File: src/rtl/colcap_pkg.sv
package colcap_pkg;

    // Capture sequencer state
    typedef enum logic {
        ST_IDLE = 1'b0,
        ST_WAIT = 1'b1
    } cap_state_e;

endpackage

File: src/rtl/colcap_sync.sv
// Multi-stage synchronizer for asynchronous, slowly changing pixel lines.
module colcap_sync #(
    parameter int          WIDTH   = 1,
    parameter int          STAGES  = 2,
    parameter logic [WIDTH-1:0] RST_VAL = '1
) (
    input  logic             clk,
    input  logic             rst_n,
    input  logic [WIDTH-1:0] d,
    output logic [WIDTH-1:0] q
);

    logic [WIDTH-1:0] stage_d [STAGES];
    logic [WIDTH-1:0] stage_q [STAGES];

    always_comb begin
        stage_d[0] = d;
        for (int i = 1; i < STAGES; i++) begin
            stage_d[i] = stage_q[i-1];
        end
    end

    generate
        for (genvar g = 0; g < STAGES; g++) begin : g_stage
            always_ff @(posedge clk or negedge rst_n) begin
                if (!rst_n) begin
                    stage_q[g] <= RST_VAL;
                end else begin
                    stage_q[g] <= stage_d[g];
                end
            end
        end
    endgenerate

    assign q = stage_q[STAGES-1];

endmodule

File: src/rtl/colcap_ctrl.sv
// Arming, event acceptance and programmable capture wait.
module colcap_ctrl
    import colcap_pkg::*;
#(
    parameter int DLY_W = 4
) (
    input  logic             clk,
    input  logic             rst_n,
    input  logic             line_s,     // synchronized event line, active low
    input  logic             run,        // column enabled
    input  logic [DLY_W-1:0] cfg_delay,
    output logic             fire        // latch the address this edge
);

    typedef struct packed {
        cap_state_e       st;
        logic [DLY_W-1:0] cnt;
        logic             armed;
    } ctrl_t;

    ctrl_t ctrl_d, ctrl_q;

    always_comb begin
        ctrl_d = ctrl_q;
        fire   = 1'b0;
        if (line_s) begin
            ctrl_d.armed = 1'b1;
        end
        unique case (ctrl_q.st)
            ST_IDLE: begin
                if (run && ctrl_q.armed && !line_s) begin
                    ctrl_d.st    = ST_WAIT;
                    ctrl_d.cnt   = cfg_delay;
                    ctrl_d.armed = 1'b0;
                end
            end
            ST_WAIT: begin
                if (ctrl_q.cnt == '0) begin
                    fire      = 1'b1;
                    ctrl_d.st = ST_IDLE;
                end else begin
                    ctrl_d.cnt = ctrl_q.cnt - 1'b1;
                end
            end
            default: ctrl_d.st = ST_IDLE;
        endcase
    end

    always_ff @(posedge clk or negedge rst_n) begin
        if (!rst_n) begin
            ctrl_q <= '{st: ST_IDLE, cnt: '0, armed: 1'b0};
        end else begin
            ctrl_q <= ctrl_d;
        end
    end

endmodule

File: src/rtl/colcap_out.sv
// Address latch, strobe and overrun tracking.
module colcap_out #(
    parameter int ADDR_W = 7
) (
    input  logic              clk,
    input  logic              rst_n,
    input  logic              fire,
    input  logic [ADDR_W-1:0] addr_s,    // synchronized bus, active low
    input  logic              ack,
    output logic              cap_valid,
    output logic [ADDR_W-1:0] cap_addr,
    output logic              overflow
);

    typedef struct packed {
        logic              valid;
        logic [ADDR_W-1:0] addr;
        logic              pend;
        logic              ovf;
    } out_t;

    out_t out_d, out_q;

    always_comb begin
        out_d       = out_q;
        out_d.valid = fire;
        if (fire) begin
            out_d.addr = ~addr_s;
            out_d.pend = 1'b1;
            if (out_q.pend && !ack) begin
                out_d.ovf = 1'b1;
            end
        end else if (ack) begin
            out_d.pend = 1'b0;
        end
    end

    always_ff @(posedge clk or negedge rst_n) begin
        if (!rst_n) begin
            out_q <= '0;
        end else begin
            out_q <= out_d;
        end
    end

    assign cap_valid = out_q.valid;
    assign cap_addr  = out_q.addr;
    assign overflow  = out_q.ovf;

endmodule

File: src/rtl/colcap_top.sv
// End-of-column event capture for one column of photon pixels.
module colcap_top #(
    parameter int NROWS  = 112,
    parameter int DLY_W  = 4,
    parameter int SYNC_N = 2,
    localparam int ADDR_W = $clog2(NROWS)
) (
    input  logic              clk,
    input  logic              rst_n,
    input  logic              run_en,
    input  logic [DLY_W-1:0]  cfg_delay,
    input  logic              evt_line_n,
    input  logic [ADDR_W-1:0] addr_bus_n,
    input  logic              ack,
    output logic              recharge_n,
    output logic              cap_valid,
    output logic [ADDR_W-1:0] cap_addr,
    output logic              overflow
);

    logic              line_s;
    logic [ADDR_W-1:0] addr_s;
    logic              fire;
    logic              rch_d, rch_q;

    always_comb begin
        rch_d = ~run_en;
    end

    always_ff @(posedge clk or negedge rst_n) begin
        if (!rst_n) begin
            rch_q <= 1'b1;
        end else begin
            rch_q <= rch_d;
        end
    end

    assign recharge_n = rch_q;

    colcap_sync #(.WIDTH(1), .STAGES(SYNC_N), .RST_VAL(1'b1)) u_line_sync (
        .clk   (clk),
        .rst_n (rst_n),
        .d     (evt_line_n),
        .q     (line_s)
    );

    colcap_sync #(.WIDTH(ADDR_W), .STAGES(SYNC_N), .RST_VAL({ADDR_W{1'b1}})) u_addr_sync (
        .clk   (clk),
        .rst_n (rst_n),
        .d     (addr_bus_n),
        .q     (addr_s)
    );

    colcap_ctrl #(.DLY_W(DLY_W)) u_ctrl (
        .clk       (clk),
        .rst_n     (rst_n),
        .line_s    (line_s),
        .run       (~rch_q),
        .cfg_delay (cfg_delay),
        .fire      (fire)
    );

    colcap_out #(.ADDR_W(ADDR_W)) u_out (
        .clk       (clk),
        .rst_n     (rst_n),
        .fire      (fire),
        .addr_s    (addr_s),
        .ack       (ack),
        .cap_valid (cap_valid),
        .cap_addr  (cap_addr),
        .overflow  (overflow)
    );

endmodule

File: config.mk
export PLATFORM = sky130hd
export DESIGN_NAME = colcap_top
export DESIGN_NICKNAME = d
export VERILOG_FILES = /design/src/rtl/colcap_pkg.sv /design/src/rtl/colcap_sync.sv /design/src/rtl/colcap_ctrl.sv /design/src/rtl/colcap_out.sv /design/src/rtl/colcap_top.sv
export SDC_FILE = /design/constraint.sdc
export NUM_CORES = 1
export LEC_CHECK = 0
export ABC_CLOCK_PERIOD_IN_PS = 1620
export CAP_MARGIN = 25
export CORE_ASPECT_RATIO = 0.75
export CORE_MARGIN = 2
export CORE_UTILIZATION = 49
export DETAILED_ROUTE_END_ITERATION = 10
export PLACE_DENSITY = 0.85
export SETUP_SLACK_MARGIN = 0.02
export SLEW_MARGIN = 40
export SYNTH_ARGS = -nofsm -noshare
export SYNTH_HDL_FRONTEND = slang
export SYNTH_SLANG_ARGS = --single-unit
File: constraint.sdc
create_clock -name clk -period 1.62 [get_ports clk]
set_input_delay 0.486 -clock clk [delete_from_list [all_inputs] [get_ports clk]]
set_output_delay 0.486 -clock clk [all_outputs]
set_load 0.01 [all_outputs]
# After elaboration in Yosys (flattened, before gate mapping)
# Index checks and enable logic that the tools add are counted.
# word_totals
register_bits	33
word_cells	38
# classes
n_addsub	1
eq_ne	2
mux	10
bitwise	4
n_reduce_logical	9
# op_table
operator	n
$pmux W5 S2	1
$mux W1	7
$not A7 Y7	1
$mux W6	1
$logic_not A4 Y1	1
$mux W4	1
$reduce_and A2 Y1	2
$sub A4 B1 Y4 const B	1
$logic_and A1 B1 Y1	3
$not A1 Y1	3
$logic_not A1 Y1	2
$ne A2 B1 Y1 const B	1
$ne A2 B2 Y1 const B	1
$reduce_bool A2 Y1	1

# Logic depth before layout (Yosys ltp)
# Gate-level depths: netlist of the first run.
# logic_depth
word_depth	5
depth_mapped	7
depth_no_buf	6

# By module
# From an unflattened synthesis of the first run, not the netlist that was laid out.
# unflattened
hier_cells	88
area_unflattened_um2	1244.9
# by_module_without_submodules
module	n_inst	cells_each	area_each_um2	seq_area_each_um2
colcap_out	1	35	429.2	250.2
colcap_sync at u_addr_sync	1	14	367.9	367.9
colcap_ctrl	1	34	361.6	150.1
colcap_sync at u_line_sync	1	2	52.6	52.6
colcap_top	1	3	33.8	26.3

# Least setup slack after synthesis of the first run
# No wires, ideal clock.
# synth_timing
path_type	register -> register
startpoint	reg u_ctrl.ctrl_q[1] (netlist name)
endpoint	reg u_out.out_q, in the netlist u_out.cap_addr[6]
arrival_time_ps	1103
required_time_ps	1499
setup_slack_ps	396
path_stages_with_launch	8
n_path_buf	2
period_less_slack_ps	1224
path_cell_list	dfrtp_1 -> inv_1 -> ha_1 -> nand4bb_1 -> buf_4 -> buf_6 -> nand2_1 -> o21ai_1
# synth_between
elab_chain_cells	3
# synth_lines
element	line_no	rtl
start, declared	colcap_ctrl.sv:21	ctrl_t ctrl_d, ctrl_q;
start signal, assigned	colcap_ctrl.sv:51	ctrl_q <= '{st: ST_IDLE, cnt: '0, armed: 1'b0};
start signal, assigned	colcap_ctrl.sv:53	ctrl_q <= ctrl_d;
$logic_not A4 Y1	colcap_ctrl.sv:38	if (ctrl_q.cnt == '0) begin
$mux W1	colcap_ctrl.sv:38	
$mux W1	colcap_ctrl.sv:29	unique case (ctrl_q.st)
end signal, assigned	colcap_out.sv:42	out_q <= out_d;
end, declared	colcap_out.sv:22	out_t out_d, out_q;
# Every way passes these cells.
# A chain may end at the register's enable or synchronous reset.

# Final worst setup path of the first run
# layout_timing
startpoint	reg rch_q, in the netlist recharge_n
endpoint	out recharge_n
# layout_rtl
element	line_no	rtl
start, declared	colcap_top.sv:24	logic rch_d, rch_q;
start signal, assigned	colcap_top.sv:34	rch_q <= rch_d;
end, declared	colcap_top.sv:15	output logic recharge_n,
# No word-level cell between the ends.

==> results of run 1 <==
[layout make-up]
| cell class | instances | area share, % |
|---|---|---|
| clock buffer | 7 | 3.48 |
| clock inverter | 1 | 1.90 |
| inverter | 5 | 1.19 |
| multi-input combinational | 41 | 19.6 |
| sequential | 33 | 53.6 |
| tap | 34 | 2.69 |
| timing repair buffer | 29 | 17.5 |
[state kept, by name, summed over array words and instances (netlist names)]
signal and flops:
recharge_n 1, u_addr_sync.q 7, u_addr_sync.stage_d 7, u_ctrl.ctrl_q 6, u_line_sync.q 1, u_line_sync.stage_d 1, u_out.cap_addr 7, u_out.cap_valid 1
u_out.out_q 1, u_out.overflow 1
[per-stage QoR]
stage	hold slack, ns	setup slack (ns)	instance area [um2]	power (mW)
floorplan	0.190	0.396	1250	1.85
global placement	0.345	0.0605	1510	2.07
detailed placement	0.347	0.0443	1510	2.12
CTS	0.360	0.0678	1580	2.69
global route	0.367	0.0310	1580	2.82
finish	0.360	0.0971	1580	2.65
[cell families (layout without fill, tap and decap cells)]
group | Yosys count | count (layout) | share of synthesized area [%]
flip-flops | 33 | 33 | 67.6
XOR/XNOR | 1 | 1 | 0.699
adder cells (fa/ha/maj) | 2 | 2 | 2.00
AND/OR/NAND/NOR | 19 | 19 | 8.69
multiplexers | 2 | 2 | 1.60
buffers and inverters | 15 | 42 | 7.59
AO/OA/AOI/OAI | 17 | 17 | 11.8
[worst max-delay path by stage]
stage	from	to	slack, ns	cells past startpoint
2_1_floorplan	u_ctrl.ctrl_q[1]$_DFFE_PN0P_	u_out.cap_addr[6]$_DFFE_PN0P_	0.40	7
3_3_place_gp	recharge_n$_DFF_PN1_	recharge_n	0.06	1
3_5_place_dp	recharge_n$_DFF_PN1_	recharge_n	0.04	1
4_1_cts	recharge_n$_DFF_PN1_	recharge_n	0.07	1
5_1_grt	recharge_n$_DFF_PN1_	recharge_n	0.03	1
6_report	recharge_n$_DFF_PN1_	recharge_n	0.1	1
[layer usage]
layer	vias to the layer above	global-route usage [%]	part of all wire (%)
met4	0	12.0	2.3
met5	-	0	0
met2	18	24.8	53
met3	5	6.12	6.7
li1	341	-	-
met1	343	12.9	38
[cells in the mapped netlist]
cell and instances:
sky130_fd_sc_hd__o21ai_0 1, sky130_fd_sc_hd__o21a_2 1, sky130_fd_sc_hd__nor3_1 1, sky130_fd_sc_hd__buf_2 1, sky130_fd_sc_hd__xor2_1 1, sky130_fd_sc_hd__buf_6 1
sky130_fd_sc_hd__a22oi_1 1, sky130_fd_sc_hd__o22ai_2 1, sky130_fd_sc_hd__o21ai_1 1, sky130_fd_sc_hd__o211ai_2 1, sky130_fd_sc_hd__nor2b_1 3, sky130_fd_sc_hd__nand3_1 1
sky130_fd_sc_hd__nand2b_1 2, sky130_fd_sc_hd__o2bb2ai_1 2, sky130_fd_sc_hd__nand2_1 9, sky130_fd_sc_hd__nor2_1 1, sky130_fd_sc_hd__dfrtp_1 16, sky130_fd_sc_hd__o21ai_2 6
sky130_fd_sc_hd__ha_1 2, sky130_fd_sc_hd__a32oi_1 1, sky130_fd_sc_hd__dfstp_2 17, sky130_fd_sc_hd__nor3b_4 1, sky130_fd_sc_hd__a31oi_1 1, sky130_fd_sc_hd__o21bai_2 1
sky130_fd_sc_hd__nand4bb_1 1, sky130_fd_sc_hd__mux2i_1 2, sky130_fd_sc_hd__buf_4 8, sky130_fd_sc_hd__inv_2 1, sky130_fd_sc_hd__inv_1 4
[power groups by stage]
stage | clock (mW) | sequential [mW] | combinational [mW]
2_1_floorplan | 0 | 1.16 | 0.696
3_3_place_gp | 0 | 1.18 | 0.892
3_5_place_dp | 0 | 1.19 | 0.938
4_1_cts | 0.654 | 1.17 | 0.871
5_1_grt | 0.687 | 1.19 | 0.943
6_report | 0.628 | 1.17 | 0.855
==> impl.org, run 1 <==
** Floorplan
- Once the floorplan was initialized, standard cells occupied 53.0% of the core.
- After floorplanning, the core was sized to cover 2360 um2.
- Ports placed on the boundary :: 26
- Row cnt :: 15
- Overall die area :: 2980 um2
- In this run the horizontal extent of the chip is 62.4 um.
- The die is 47.8 um tall.

** Clock network
- Worst-skew pair later-pin latency :: 0.33 ns
- Clock slew seen by the registers of the worst setup and hold paths :: 0.09 ns
- TritonCTS created 5 clock buffers.
- The H-tree generated during clock tree synthesis spans 2 levels.
- For this design, the CTS-stage hold fixing added 0 buffers.
- TritonCTS built the clock tree.
- Clk root buf :: sky130_fd_sc_hd__clkbuf_4
- Gates resized during post-CTS repair numbered 13.
- Number of post-CTS setup repair buffers :: 0
- Clk buf depth :: 2
- The clock drives 33 sinks.

** Power
- Switching share of power :: 30.4%
- Power per standard cell area :: 1680 nW/um2
- Reported leakage power :: 0.718 nW
- Sequential cells account for 44.0% of the total power.
- IR analysis of the VDD net gives a maximum drop of 686 uV.
- Proportion of power drawn by combinational gates :: 32.3%
- Internal :: 1.84 mW
- Portion of total power attributed to the clock network :: 23.7%
- Power spent charging and discharging nets :: 0.805 mW

** Cells and area
- The repair_antennas step left the layout with diodes totalling 0.
- End-of-flow core utilization :: 66.8%
- The area growth from synthesis to layout is 26.2%.
- In the final design database the tool counted 133 nets.
- In the final layout, the multi-input gates occupy 310 um2.
- Share of cells above drive strength 1 :: 35.3%
- Filler-free cell count of the finished design :: 150
- Most frequent cells in the layout :: sky130_fd_sc_hd__dfstp_2, sky130_fd_sc_hd__dfrtp_1, sky130_fd_sc_hd__clkdlybuf4s50_1
- Layout fillers :: 193
- The sequential cells in the finished layout cover a total of 847 um2.
- Commonest non-fill, non-tap cell in the layout :: sky130_fd_sc_hd__dfstp_2

** Global route
- Global routing used 13.8% of the available tracks across all layers.
- Vias in the first global route :: 692
- Global route overflow :: 0
- Entering global routing, the biggest net connects 34 pins.
- The first global-routing pass estimated 2.84 mm of wire.
- The initial antenna violation count is 0.

** STA
- Clock skew after layout :: 0.00335 ns
- Final-layout setup total negative slack :: 0 ns
- For this run, the top clock speed supported by timing is 657 MHz.
- The clock period could shrink to 1.52 ns.
- The number of hold violations in the final report came to 0.
- For the pin with the worst max-slew slack, the measured transition is 0.334 ns.
- The final max-slew violation count came to 0.
- Setup repair after global routing missed its margin :: false
- The final critical path takes up 94.0% of the cycle.
- Max_slew headroom :: 77.7%
- Final-report setup violation count :: 0

** Logic synthesis
- Number of synthesized register bits :: 33
- Number of nets produced by synthesis :: 107
- Post-synthesis cell type with the largest combined area :: sky130_fd_sc_hd__dfstp_2
- Synthesized instance count :: 89
- Cell area after synthesis :: 1250 um2
- A synthesized cell averages 14.1 um2.
- During synthesis, Yosys emitted a total of 0 warnings.
- Share of the yosys chip area belonging to registers :: 67.6%
- Fraction of synthesized cell area taken by the top area cell type :: 35.7%
- The netlist uses 29 different library cells.
- Top cells by area, synth :: sky130_fd_sc_hd__dfstp_2, sky130_fd_sc_hd__dfrtp_1, sky130_fd_sc_hd__buf_4, sky130_fd_sc_hd__o21ai_2, sky130_fd_sc_hd__nand2_1

** Worst setup path
- The worst register-to-register path has a setup slack of 0.18 ns.
- Capture instance of the worst register-to-register path :: u_out.cap_addr[0]$_DFFE_PN0P_
- Startpoint of the most critical register-to-register path :: u_ctrl.ctrl_q[1]$_DFFE_PN0P_
- Counting cells, the worst reg-to-reg path comes to 6.
- Data on the critical path arrives at its endpoint at 1.04 ns.
- On the critical path, the stage with the largest delay is an instance of sky130_fd_sc_hd__dfstp_2.
- For the worst setup path, the data required time is 1.13 ns.
- The worst setup path is launched from a flip-flop.
- Delay contributed by the slowest stage of the critical path :: 0.57 ns
- Critical path capture point type :: output pin
- Worst path top cell family by delay :: flip-flops
- Traced cell by cell, the critical path runs through buf_2.
- Counting both buffers and inverters, the worst setup path holds a total of 1.
- The critical path is of the reg2out type.
- Of all nets on the critical path, the largest fanout is 3.

** Detailed routing
- Post-route DRC :: 0
- Sum of routed wire length over all layers :: 1.73 mm
- Using the TritonRoute via totals, the vias-per-cell ratio works out to 4.71.
- Average wire per cell in the routed design :: 11.5 um
- Initial DRC Count :: 18
- Final ANT Viol Nets :: 0
- Vias after detailed routing :: 707
- Number of iterations in the first detailed-routing pass :: 4

** Flow run
- Max Cap Violations :: 0

** Placed design
- Number of buffers added on ports :: 25
- HPWL after detailed placement :: 1.27 mm
- At the end of routability-driven placement, the weighted congestion stood at 0.833.
- Counting tap cells, the placed design contains a total of 142 instances.

** Min path
- Startpoint of the most critical hold path :: u_addr_sync.stage_d[1]$_DFF_PN1_
- The tightest min-delay check is of the reg2reg type.
- Cell count of the worst hold path :: 0
- Hold EP :: u_addr_sync.q[1]$_DFF_PN1_

** Outcome
- The run finished with clean final reports.
Note: power is estimated with default switching activity, not from simulation.
==> run 2: changes to the inputs <==
--- a/config.mk
+++ b/config.mk
@@ -9,9 +9,9 @@
 export CAP_MARGIN = 25
 export CORE_ASPECT_RATIO = 0.75
 export CORE_MARGIN = 2
-export CORE_UTILIZATION = 49
+export CORE_UTILIZATION = 40
 export DETAILED_ROUTE_END_ITERATION = 10
-export PLACE_DENSITY = 0.85
+export PLACE_DENSITY = 0.73
 export SETUP_SLACK_MARGIN = 0.02
 export SLEW_MARGIN = 40
 export SYNTH_ARGS = -nofsm -noshare
==> run 2 against run 1 <==
Net effect:
- clock-buffer cell count down 1
- non-clock buffer count down 1
- largest power group unchanged
- maximum frequency up 4.3%
- global-route usage down 1.9 points
- sequential share of layout area up 0.17 points
- critical path depth unchanged
- utilization down 14 points
- first-iteration DRC count down 28%
- routed wire length down 1.5%
- total power down 3.2%
==> impl.org, run 2 (synthesis gave the netlist of run 1 again) <==
** Cells and area
- Most frequent cells in the layout: sky130_fd_sc_hd__dfstp_2, sky130_fd_sc_hd__dfrtp_1, sky130_fd_sc_hd__clkdlybuf4s50_1 (unchanged).
- The area growth from synthesis to layout was 25.8% (was 26.2%).
- Number of nets at the end of the flow :: 132 (was 133)
- The area of all placed cells without fillers came to 1580 um2 (about the same).
- The most common library cell in the layout ignoring fill and taps is sky130_fd_sc_hd__dfstp_2 (unchanged).
- The share of post-route cells with drive strength above 1 is 34.8% (was 35.3%).
- Count of antenna diodes in the layout :: 0 (unchanged)

** Clock network
- The post-cts repair resize count was 10 (was 13).
- The CTS tree is yes (unchanged).
- The maximum level of the CTS H-tree was 2 (unchanged).
- Worst-skew pair later-pin latency :: 0.28 ns (was 0.33 ns)
- Number of post-CTS setup repair buffers :: 0 (unchanged)
- The clock sink count came to 33 (unchanged).
- Clk buf depth :: 2 (unchanged)
- The total clock buffers created by CTS is 5 (unchanged).
- The number of hold buffers added after CTS came to 0 (unchanged).
- Clock slew seen by the registers of the worst setup and hold paths :: 0.06 ns (was 0.09 ns)
- Clk root buf :: sky130_fd_sc_hd__clkbuf_8 (was sky130_fd_sc_hd__clkbuf_4)

** Worst setup path
- Highest net fanout along the worst path :: 3 (unchanged)
- The count of buffering cells on the critical path with inverters included is 1 (unchanged).
- The data arrival time of the critical path is 0.97 ns (was 1.04 ns).
- Start-to-end type of the worst setup path :: reg2out (unchanged)
- Critical path required time :: 1.13 ns (about the same)
- The capturing element type of the critical path was an output pin (unchanged).
- The startpoint kind of the worst setup timing path is a flip-flop (unchanged).
- The maximum cell stage delay along the critical path was 0.56 ns (was 0.57 ns).
- Worst-path cell chain :: clkbuf_2 (was buf_2)
- The gate family responsible for the most delay along the worst path is flip-flops (unchanged).
- The cell with the largest stage delay on the worst path is sky130_fd_sc_hd__dfstp_2 (unchanged).

** Floorplan
- Die Wd :: 68.6 um (was 62.4 um)
- Die span in y :: 52.5 um (was 47.8 um)
- The cell row count is 17 (was 15).
- Ports placed on the boundary :: 26 (unchanged)
- The area of the die was 3600 um2 (was 2980 um2).
- The floorplan core area was 2960 um2 (was 2360 um2).
- Effective utilization at floorplan :: 42.4% (was 53.0%)

** Detailed routing
- The via count normalized by instance count is 4.56 (was 4.71).
- The wire length after detailed routing came to 1.70 mm (was 1.73 mm).
- The final antenna-violating net count was 0 (unchanged).
- The detailed-routing iteration count for the pre-antenna-repair pass came to 3 (was 4).
- The number of violations reported at the end of detailed-routing iteration 0 is 13 (was 18).
- The via total after detailed routing is 697 (was 707).
- The total DRC errors in the routed layout came to 0 (unchanged).
- The routed wirelength normalized by instance count was 11.1 um (was 11.5 um).

** STA
- Max Freq :: 685 MHz (was 657 MHz)
- The actual slew at the worst max-slew pin came to 0.328 ns (was 0.334 ns).
- The final worst clock skew is 0.00352 ns (was 0.00335 ns).
- The shortest clock period the worst path allows after layout was 1.46 ns (was 1.52 ns).
- Number of hold-slack violations in the final timing report :: 0 (unchanged)
- Share of the clock period used by the worst path after layout :: 90.1% (was 94.0%)
- Final Slew Violations :: 0 (unchanged)
- The worst slew slack as a fraction of its limit was 78.1% (was 77.7%).
- Final-layout setup total negative slack :: 0 ns (unchanged)
- Setup repair after global routing missed its margin :: false (unchanged)
- The number of endpoints failing setup at the final stage is 0 (unchanged).

** Global route
- Global-route wire length before repair :: 2.89 mm (was 2.84 mm)
- Total global-route track usage :: 11.9% (was 13.8%)
- The global route total overflow was 0 (unchanged).
- The initial antenna violation count was 0 (unchanged).
- The via count of the first global-routing pass was 688 (was 692).
- Largest net degree at the start of global routing :: 34 (unchanged)

** Power
- The power density of the placed cells was 1630 nW/um2 (was 1680 nW/um2).
- The peak supply drop was 832 uV (was 686 uV).
- Reported leakage power :: 0.713 nW (was 0.718 nW)

** Placed design
- The HPWL reported at the end of detailed placement is 1.25 mm (was 1.27 mm).
- The count of buffers inserted at the top-level ports was 25 (unchanged).
- Last weighted congestion value of the routability-driven placer :: 0.821 (was 0.833)
- Dpl cell area :: 1510 um2 (about the same)

** Outcome
- Status: finished, final reports clean (unchanged).

** Flow run
- The reported max-cap violation count is 0 (unchanged).

** Min path
- The worst hold path class is reg2reg (unchanged).
## run 2: where the power goes
part,internal (mW),total [mW],leakage (nW),switching (mW)
Sequential,1.05,1.17,0.376,0.123
Combinational,0.418,0.826,0.292,0.408
Clock,0.297,0.568,0.0450,0.271
Total,1.76,2.56,0.713,0.802
## run 2: worst paths after layout
path	from	endpoint	slack, ns	depth (start not counted)
min in group asynchronous	rst_n	u_out.cap_addr[4]$_DFFE_PN0P_	0.56	2
max reg2reg	u_ctrl.ctrl_q[1]$_DFFE_PN0P_	u_out.cap_addr[4]$_DFFE_PN0P_	0.23	6
max	recharge_n$_DFF_PN1_	recharge_n	0.16	1
min reg2reg	u_addr_sync.stage_d[0]$_DFF_PN1_	u_addr_sync.q[0]$_DFF_PN1_	0.36	0
min	u_addr_sync.stage_d[0]$_DFF_PN1_	u_addr_sync.q[0]$_DFF_PN1_	0.36	0
max in group asynchronous	rst_n	u_addr_sync.stage_d[3]$_DFF_PN1_	0.82	2
## run 2: metrics by stage
stage | hold slack, ns | setup slack, ns | util (%) | instances | total power, mW
floorplan | 0.190 | 0.396 | - | 89 | 1.85
global placement | 0.346 | 0.0606 | 51.0 | 145 | 2.06
detailed placement | 0.347 | 0.0527 | 51.0 | 145 | 2.10
CTS | 0.357 | 0.0110 | 53.4 | 153 | 2.61
global route | 0.359 | 0.103 | 53.3 | 153 | 2.77
finish | 0.356 | 0.160 | 53.3 | 153 | 2.56
## run 2: final cells by class
cell class | count | area [um2]
Clock inverter | 2 | 10.0
Inverter | 5 | 18.8
Sequential cell | 33 | 847
Fill cell | 246 | 1380
Multi-Input combinational cell | 41 | 310
Tap cell | 38 | 47.5
Clock buffer | 6 | 72.6
Timing Repair Buffer | 28 | 269
## run 2: layer usage
layer / wire length (um) / global-route usage [%]
met1: 718 / 13.1
met2: 807 / 18.3
met3: 122 / 6.45
met4: 52 / 6.33
met5: 0 / 0
